`config.mk`:
```
export PLATFORM = sky130hd
export DESIGN_NAME = burst_track_slave
export DESIGN_NICKNAME = d
export VERILOG_FILES = /design/src/rtl/burst_track_pkg.sv /design/src/rtl/burst_track_ctrl.sv /design/src/rtl/burst_track_dp.sv /design/src/rtl/burst_track_slave.sv
export SDC_FILE = /design/constraint.sdc
export NUM_CORES = 2
export LEC_CHECK = 0
export BUFFER_PORTS_ARGS = -buffer_cell sky130_fd_sc_hd__buf_4
export CAP_MARGIN = 20
export CORE_MARGIN = 8
export CORE_UTILIZATION = 52
export DETAILED_ROUTE_END_ITERATION = 8
export PLACE_DENSITY = 0.82
export SYNTH_ARGS = -nofsm -noshare
export SYNTH_HDL_FRONTEND = slang
export SYNTH_SLANG_ARGS = --single-unit
```
`constraint.sdc`:
```
create_clock -name clk -period 2.8 [get_ports clk]
set_input_delay 0.42 -clock clk [delete_from_list [all_inputs] [get_ports clk]]
set_output_delay 0.42 -clock clk [all_outputs]
set_load 0.05 [all_outputs]
```
`src/rtl/burst_track_pkg.sv`:
```
package burst_track_pkg;

  localparam logic [1:0] TR_IDLE   = 2'd0;
  localparam logic [1:0] TR_BUSY   = 2'd1;
  localparam logic [1:0] TR_NONSEQ = 2'd2;
  localparam logic [1:0] TR_SEQ    = 2'd3;

  typedef enum logic [1:0] {ERR_NONE, ERR_STALL, ERR_DONE} errState_e;

  // control that must hold steady across the beats of one burst
  typedef struct packed {
    logic       write;
    logic [2:0] size;
    logic [2:0] burst;
    logic [3:0] prot;
    logic       lock;
  } busCtl_t;

  // strobes from control to datapath
  typedef struct packed {
    logic load;
    logic isWrite;
  } dpStrobe_t;

  // beats per burst kind; 0 means open-ended
  function automatic logic [4:0] burstBeats(input logic [2:0] kind);
    case (kind)
      3'd0:       burstBeats = 5'd1;
      3'd1:       burstBeats = 5'd0;
      3'd2, 3'd3: burstBeats = 5'd4;
      3'd4, 3'd5: burstBeats = 5'd8;
      default:    burstBeats = 5'd16;
    endcase
  endfunction

  function automatic logic isWrapBurst(input logic [2:0] kind);
    isWrapBurst = (kind == 3'd2) || (kind == 3'd4) || (kind == 3'd6);
  endfunction

endpackage

```
`src/rtl/burst_track_ctrl.sv`:
```
module burst_track_ctrl
  import burst_track_pkg::*;
#(
  parameter int ADDR_W    = 32,
  parameter int MEM_BYTES = 256
) (
  input  logic              clk,
  input  logic              rstN,
  input  logic              selIn,
  input  logic [ADDR_W-1:0] addrIn,
  input  logic [1:0]        transIn,
  input  busCtl_t           ctlIn,
  input  logic              readyIn,
  output logic              readyOut,
  output logic              respOut,
  output logic              violation,
  output dpStrobe_t         strobe
);

  localparam logic [ADDR_W-1:0] LIMIT = ADDR_W'(MEM_BYTES);

  logic accept, inRange, isSeq, isNonseq, idleSlot, busySlot;
  assign accept   = selIn && readyIn && transIn[1];
  assign isSeq    = transIn == TR_SEQ;
  assign isNonseq = transIn == TR_NONSEQ;
  assign inRange  = addrIn < LIMIT;
  assign idleSlot = readyIn && (!selIn || transIn == TR_IDLE);
  assign busySlot = selIn && readyIn && transIn == TR_BUSY;

  // two-cycle error response
  errState_e errState, errNext;
  always_comb begin
    if (errState == ERR_STALL)    errNext = ERR_DONE;
    else if (accept && !inRange)  errNext = ERR_STALL;
    else                          errNext = ERR_NONE;
  end
  assign readyOut = errState != ERR_STALL;
  assign respOut  = errState != ERR_NONE;

  // address the following beat must carry
  logic [4:0]        beats;
  logic [ADDR_W-1:0] stepAddr, wrapMask, seqNext;
  always_comb begin
    beats    = burstBeats(ctlIn.burst);
    stepAddr = addrIn + (ADDR_W'(1) << ctlIn.size);
    wrapMask = (ADDR_W'(beats) << ctlIn.size) - ADDR_W'(1);
    if (isWrapBurst(ctlIn.burst)) seqNext = (addrIn & ~wrapMask) | (stepAddr & wrapMask);
    else                          seqNext = stepAddr;
  end

  // burst tracker state
  logic              active;
  logic [4:0]        beatCnt;
  logic [ADDR_W-1:0] expAddr;
  busCtl_t           heldCtl;
  logic              seqBad, lastBeat;
  assign seqBad   = !active || (addrIn != expAddr) || (ctlIn != heldCtl);
  assign lastBeat = (beats != 5'd0) && (beatCnt + 5'd1 == beats);

  always_ff @(posedge clk) begin
    if (!rstN) begin
      errState  <= ERR_NONE;
      violation <= 1'b0;
      active    <= 1'b0;
      beatCnt   <= '0;
      expAddr   <= '0;
      heldCtl   <= '0;
    end else begin
      errState  <= errNext;
      violation <= accept && isSeq && seqBad;
      if (accept && isNonseq) begin
        heldCtl <= ctlIn;
        beatCnt <= 5'd1;
        expAddr <= seqNext;
        active  <= inRange && (beats != 5'd1);
      end else if (accept && isSeq) begin
        beatCnt <= beatCnt + 5'd1;
        expAddr <= seqNext;
        active  <= active && inRange && !lastBeat;
      end else if (idleSlot) begin
        active  <= 1'b0;
      end
    end
  end

  assign strobe.load    = accept && inRange;
  assign strobe.isWrite = ctlIn.write;

  AST_OOB_ERRORS: assert property (@(posedge clk) disable iff (!rstN)
    accept && !inRange |=> !readyOut && respOut);
  AST_STALL_IS_ERROR: assert property (@(posedge clk) disable iff (!rstN)
    !readyOut |-> respOut);
  AST_STALL_ONE_CYCLE: assert property (@(posedge clk) disable iff (!rstN)
    !readyOut |=> readyOut && respOut);
  AST_ERROR_STARTS_STALLED: assert property (@(posedge clk) disable iff (!rstN)
    $rose(respOut) |-> !readyOut);
  AST_BUSY_ZERO_WAIT: assert property (@(posedge clk) disable iff (!rstN)
    busySlot |=> readyOut && !respOut);

endmodule

```
`src/rtl/burst_track_dp.sv`:
```
module burst_track_dp
  import burst_track_pkg::*;
#(
  parameter int DATA_W    = 32,
  parameter int MEM_WORDS = 64,
  localparam int LANES    = DATA_W / 8,
  localparam int OFF_W    = $clog2(LANES),
  localparam int IDX_W    = $clog2(MEM_WORDS)
) (
  input  logic                   clk,
  input  logic                   rstN,
  input  dpStrobe_t              strobe,
  input  logic [IDX_W+OFF_W-1:0] addrIn,
  input  logic [2:0]             sizeIn,
  input  logic [DATA_W-1:0]      wdataIn,
  output logic [DATA_W-1:0]      rdataOut
);

  logic [DATA_W-1:0] mem [MEM_WORDS];
  logic [IDX_W-1:0]  phIdx;
  logic [LANES-1:0]  phLanes, laneMask;
  logic              phWrite;

  // a lane is written when it sits in the same aligned chunk as the offset
  always_comb begin
    for (int l = 0; l < LANES; l++)
      laneMask[l] = (OFF_W'(l) >> sizeIn) == (addrIn[OFF_W-1:0] >> sizeIn);
  end

  always_ff @(posedge clk) begin
    if (!rstN) begin
      phIdx   <= '0;
      phLanes <= '0;
      phWrite <= 1'b0;
    end else if (strobe.load) begin
      phIdx   <= addrIn[OFF_W +: IDX_W];
      phLanes <= laneMask;
      phWrite <= strobe.isWrite;
    end else begin
      phWrite <= 1'b0;
    end
  end

  always_ff @(posedge clk) begin
    if (!rstN) begin
      for (int w = 0; w < MEM_WORDS; w++) mem[w] <= '0;
    end else if (phWrite) begin
      for (int l = 0; l < LANES; l++)
        if (phLanes[l]) mem[phIdx][8*l +: 8] <= wdataIn[8*l +: 8];
    end
  end

  assign rdataOut = mem[phIdx];

endmodule

```
`src/rtl/burst_track_slave.sv`:
```
module burst_track_slave
  import burst_track_pkg::*;
#(
  parameter int ADDR_W    = 32,
  parameter int DATA_W    = 32,
  parameter int MEM_WORDS = 64
) (
  input  logic              clk,
  input  logic              rstN,
  input  logic              selIn,
  input  logic [ADDR_W-1:0] addrIn,
  input  logic [1:0]        transIn,
  input  logic              writeIn,
  input  logic [2:0]        sizeIn,
  input  logic [2:0]        burstIn,
  input  logic [3:0]        protIn,
  input  logic              lockIn,
  input  logic [DATA_W-1:0] wdataIn,
  input  logic              readyIn,
  output logic              readyOut,
  output logic              respOut,
  output logic [DATA_W-1:0] rdataOut,
  output logic              violation
);

  localparam int LANES     = DATA_W / 8;
  localparam int OFF_W     = $clog2(LANES);
  localparam int IDX_W     = $clog2(MEM_WORDS);
  localparam int MEM_BYTES = MEM_WORDS * LANES;

  busCtl_t   ctl;
  dpStrobe_t strobe;
  assign ctl = '{write: writeIn, size: sizeIn, burst: burstIn, prot: protIn, lock: lockIn};

  burst_track_ctrl #(.ADDR_W(ADDR_W), .MEM_BYTES(MEM_BYTES)) u_ctrl (
    .clk(clk), .rstN(rstN), .selIn(selIn), .addrIn(addrIn), .transIn(transIn),
    .ctlIn(ctl), .readyIn(readyIn), .readyOut(readyOut), .respOut(respOut),
    .violation(violation), .strobe(strobe)
  );

  burst_track_dp #(.DATA_W(DATA_W), .MEM_WORDS(MEM_WORDS)) u_dp (
    .clk(clk), .rstN(rstN), .strobe(strobe), .addrIn(addrIn[IDX_W+OFF_W-1:0]),
    .sizeIn(sizeIn), .wdataIn(wdataIn), .rdataOut(rdataOut)
  );

endmodule

```
==> results.ini <==
[layout]
syn_to_final_growth_pct=15.67
final_common_cell=and2_1
nets=6994
stdcell_count=9581
drive_above_1_share=0.2410
fin_util=0.6061
final_cell_mix=and2_1 (2052), edfxtp_1 (2048), mux4_2 (658)

[clock_tree]
cts_tree=built
cts.path.max_buffers=3
clk_pin_slew_worst_paths_ns=0.06
cts_inserted_buffers=206
cts.sink_count=2118
clock_latency_ns=0.87
clk_root_buffer_cell=clkbuf_16
htree_levels=4

[grt]
antenna_found_initial=21
grt_pass1_wl_um=399400
grt_max_degree=120
grt_util_all_layers=0.2619
grt-ovfl-total=0
grt_pass1_vias=59390

[logic_synthesis]
ys_ff_latch=2118
syn_avg_cell_area_um2=15.28
ys_top_cells_by_area=edfxtp_1 (62%), mux4_2 (15%), and2_1 (13%), o21ai_0 (1.5%), clkbuf_1 (1.4%)
ys_types=56
yosysTopAreaCell=edfxtp_1
syn-cell-area_mm2=0.09852
yosysSeqAreaShare=0.6385
synth_edf_count=2048
netlist_instances=6446
yosysWarningCount=0
synthFlopType=edfxtp_1
postSynth.asyncResetShare=0
syn-num-nets=6540
netlist.area_leader.share=0.6243

[placed_design]
dp_hpwl_um=178800
placed_cells=9085
portBuffers=116
gp_congestion=0.9024

[setup_path]
crit_arrival_ns=3.76
crit_path_end_kind=primary output
critPathKind=flop to primary output
worstPathRequired_ns=2.38
r2r_end=u_dp.mem[57][12]
r2r_cells=5
r2r-start=u_dp.phIdx[5]
r2r_slack_ns=0.11
critical_path.max_fanout=9
cp-start-kind=flop

[sta]
fin_tns_setup_ns=-41.98
grt_setup_unrepaired=true
fmax_mhz=239.4
max-slew-margin-rel=0.3517
fin_crit_ns=4.177
setup_ws_ns=-1.377
hold_viol=0
finClkSkew_ns=0.03689
timing.final.crit_share=1.492
tightest_slew_ns=0.9700
setup-violations-final=32
slew_violations=0

[power]
p_total_w=0.06843
seqPwrFrac=0.538
p_leak_nw=38.31
swShare=0.2196
p_int_w=0.05340
powerDensity_mw_per_mm2=600.5
peakVddDrop_uv=754.3
switchingPower_w=0.01503
clock_power_share=0.414
power.share.combinational=0.047

[worst_hold_path]
worstHoldPathCells=6
hp-class=primary input to flop
min_to=u_ctrl.active
min_from=selIn

[detailed_routing]
antenna_left=0
firstDrtPassIters=8
drcViolationCount=0
drt_iter0_drc=8797
wirelength_um=274000
viasPerCell=6.284
wl_per_cell_um=28.60
dr_total_vias=60210

[floorplan]
ioPinCount=117
die_w_um=451.3
core_mm2=0.1880
start_util=0.5240
fp.dieH_um=451.3
dieArea_mm2=0.2036
num_rows=159

[flow_run]
max-cap-violations=0

[run_status]
status=complete, but fails checks
violations=setup timing

[cell usage after synthesis (2+ instances only)]
| master | instances |
|---|---|
| nor3_1 | 14 |
| nand3_1 | 27 |
| nor2_1 | 305 |
| o31ai_1 | 3 |
| and3b_1 | 4 |
| o211ai_1 | 8 |
| a21o_1 | 5 |
| a31oi_1 | 8 |
| edfxtp_1 | 2048 |
| nand2b_1 | 6 |
| and4_1 | 4 |
| nor2b_1 | 23 |
| o21ai_0 | 289 |
| a211oi_1 | 29 |
| and3_1 | 7 |
| nor4_1 | 21 |
| and2_1 | 2052 |
| buf_2 | 44 |
| or3_1 | 4 |
| clkbuf_1 | 378 |
| buf_6 | 3 |
| inv_1 | 9 |
| or4_1 | 2 |
| dfxtp_1 | 70 |
| nand2_1 | 117 |
| xnor2_1 | 49 |
| buf_4 | 21 |
| mux4_2 | 658 |
| or2_2 | 3 |
| nor3b_1 | 9 |
| nor4b_1 | 4 |
| nand3b_1 | 2 |
| a21oi_1 | 53 |
| o21bai_1 | 3 |
| ha_1 | 11 |
| nand4_1 | 14 |
| mux2i_1 | 24 |
| xor2_1 | 31 |
| buf_1 | 67 |
[power by group through the flow]
| stage | sequential (W) | combinational (W) | clock [W] |
|---|---|---|---|
| finish | 0.0368 | 0.00323 | 0.0284 |
| global placement | 0.0374 | 0.00298 | 0 |
| detailed placement | 0.0374 | 0.00307 | 0 |
| floorplan | 0.0371 | 0.00178 | 0 |
| CTS | 0.0368 | 0.00316 | 0.0284 |
| global route | 0.0369 | 0.00336 | 0.0295 |
[flip-flops by register name, indices dropped and copies added, names as in the netlist, 2 cells and up, named ones only]
| name | cells |
|---|---|
| u_ctrl.errState | 2 |
| u_ctrl.beatCnt | 5 |
| u_ctrl.heldCtl | 12 |
| u_dp.phIdx | 6 |
| u_ctrl.expAddr | 32 |
| u_dp.phLanes | 4 |
| u_dp.mem | 2048 |
[cells by family (layout without fill, tap and decap cells)]
kind of cell | count (synthesis) | count (layout) | share of synthesized area
mux | 682 | 682 | 0.1529
xor+xnor | 80 | 80 | 0.007112
other cells | 0 | 10 | 0
flops | 2118 | 2118 | 0.6385
simple gates | 2621 | 2621 | 0.1558
buf+inv | 522 | 1152 | 0.02148
compound gates | 411 | 411 | 0.02270
fa+ha+maj | 12 | 12 | 0.001600
[per-stage QoR]
| stage | hold WS [ns] | worst slack, ns | area [µm²] |
|---|---|---|---|
| 2_1_floorplan | 0.4481 | -0.09142 | 98740 |
| 3_3_place_gp | 0.4555 | -0.7594 | 105500 |
| 3_5_place_dp | 0.4622 | -0.7499 | 105500 |
| 4_1_cts | 0.004764 | -1.394 | 113300 |
| 5_1_grt | 0.05420 | -1.432 | 113900 |
| 6_report | 0.04760 | -1.377 | 113900 |
[what timing repair did]
action | 4_1_cts | 5_1_grt
hold endpoints to repair | 61 | 0
setup buffers | 15 | 26
hold buffers | 50 | 0
pin swaps | 3 | 7
endpoints found under the setup margin | 81 | 38
cloned | 4 | 7
resized for setup | 44 | 59
[layout make-up]
class                   instances  area, µm²
fillers                     12770      74050
multi-input cells            3806      33720
well taps                    2495       3122
repair buffers                759       7301
clock buffers                 253       5393
inverters                       9      33.78
clock inverters               131       1436
diodes                         10      25.02
flip-flops and latches       2118      62920
[routing by layer]
layer | part of all wire | up-vias | global-route usage
li1 | - | 24790 | -
met1 | 0.35 | 30440 | 0.3394
met2 | 0.47 | 4227 | 0.4126
met3 | 0.12 | 724 | 0.06368
met4 | 0.061 | 26 | 0.1388
met5 | 0.00075 | - | 0
[critical path, stage by stage, from the launching register on]
cell      delay [ns]
dfxtp_4         0.37
buf_12          0.16
buf_12          0.18
buf_16          0.14
mux4_2          0.53
mux4_2          0.52
nor2b_1         0.18
a211oi_2        0.35
buf_4           0.18
a21oi_2         0.07
buf_6           0.21
[how the worst max path moves through the flow]
stage | end | slack, ns | cells past startpoint | start
after floorplan | rdataOut[13] | -0.09 | 6 | flop
after global placement | rdataOut[25] | -0.76 | 9 | flop
after detailed placement | rdataOut[25] | -0.75 | 9 | flop
after CTS | rdataOut[25] | -1.39 | 10 | flop
after global routing | rdataOut[16] | -1.43 | 10 | flop
final | rdataOut[25] | -1.38 | 10 | flop
(Power assumes the default switching activity.)
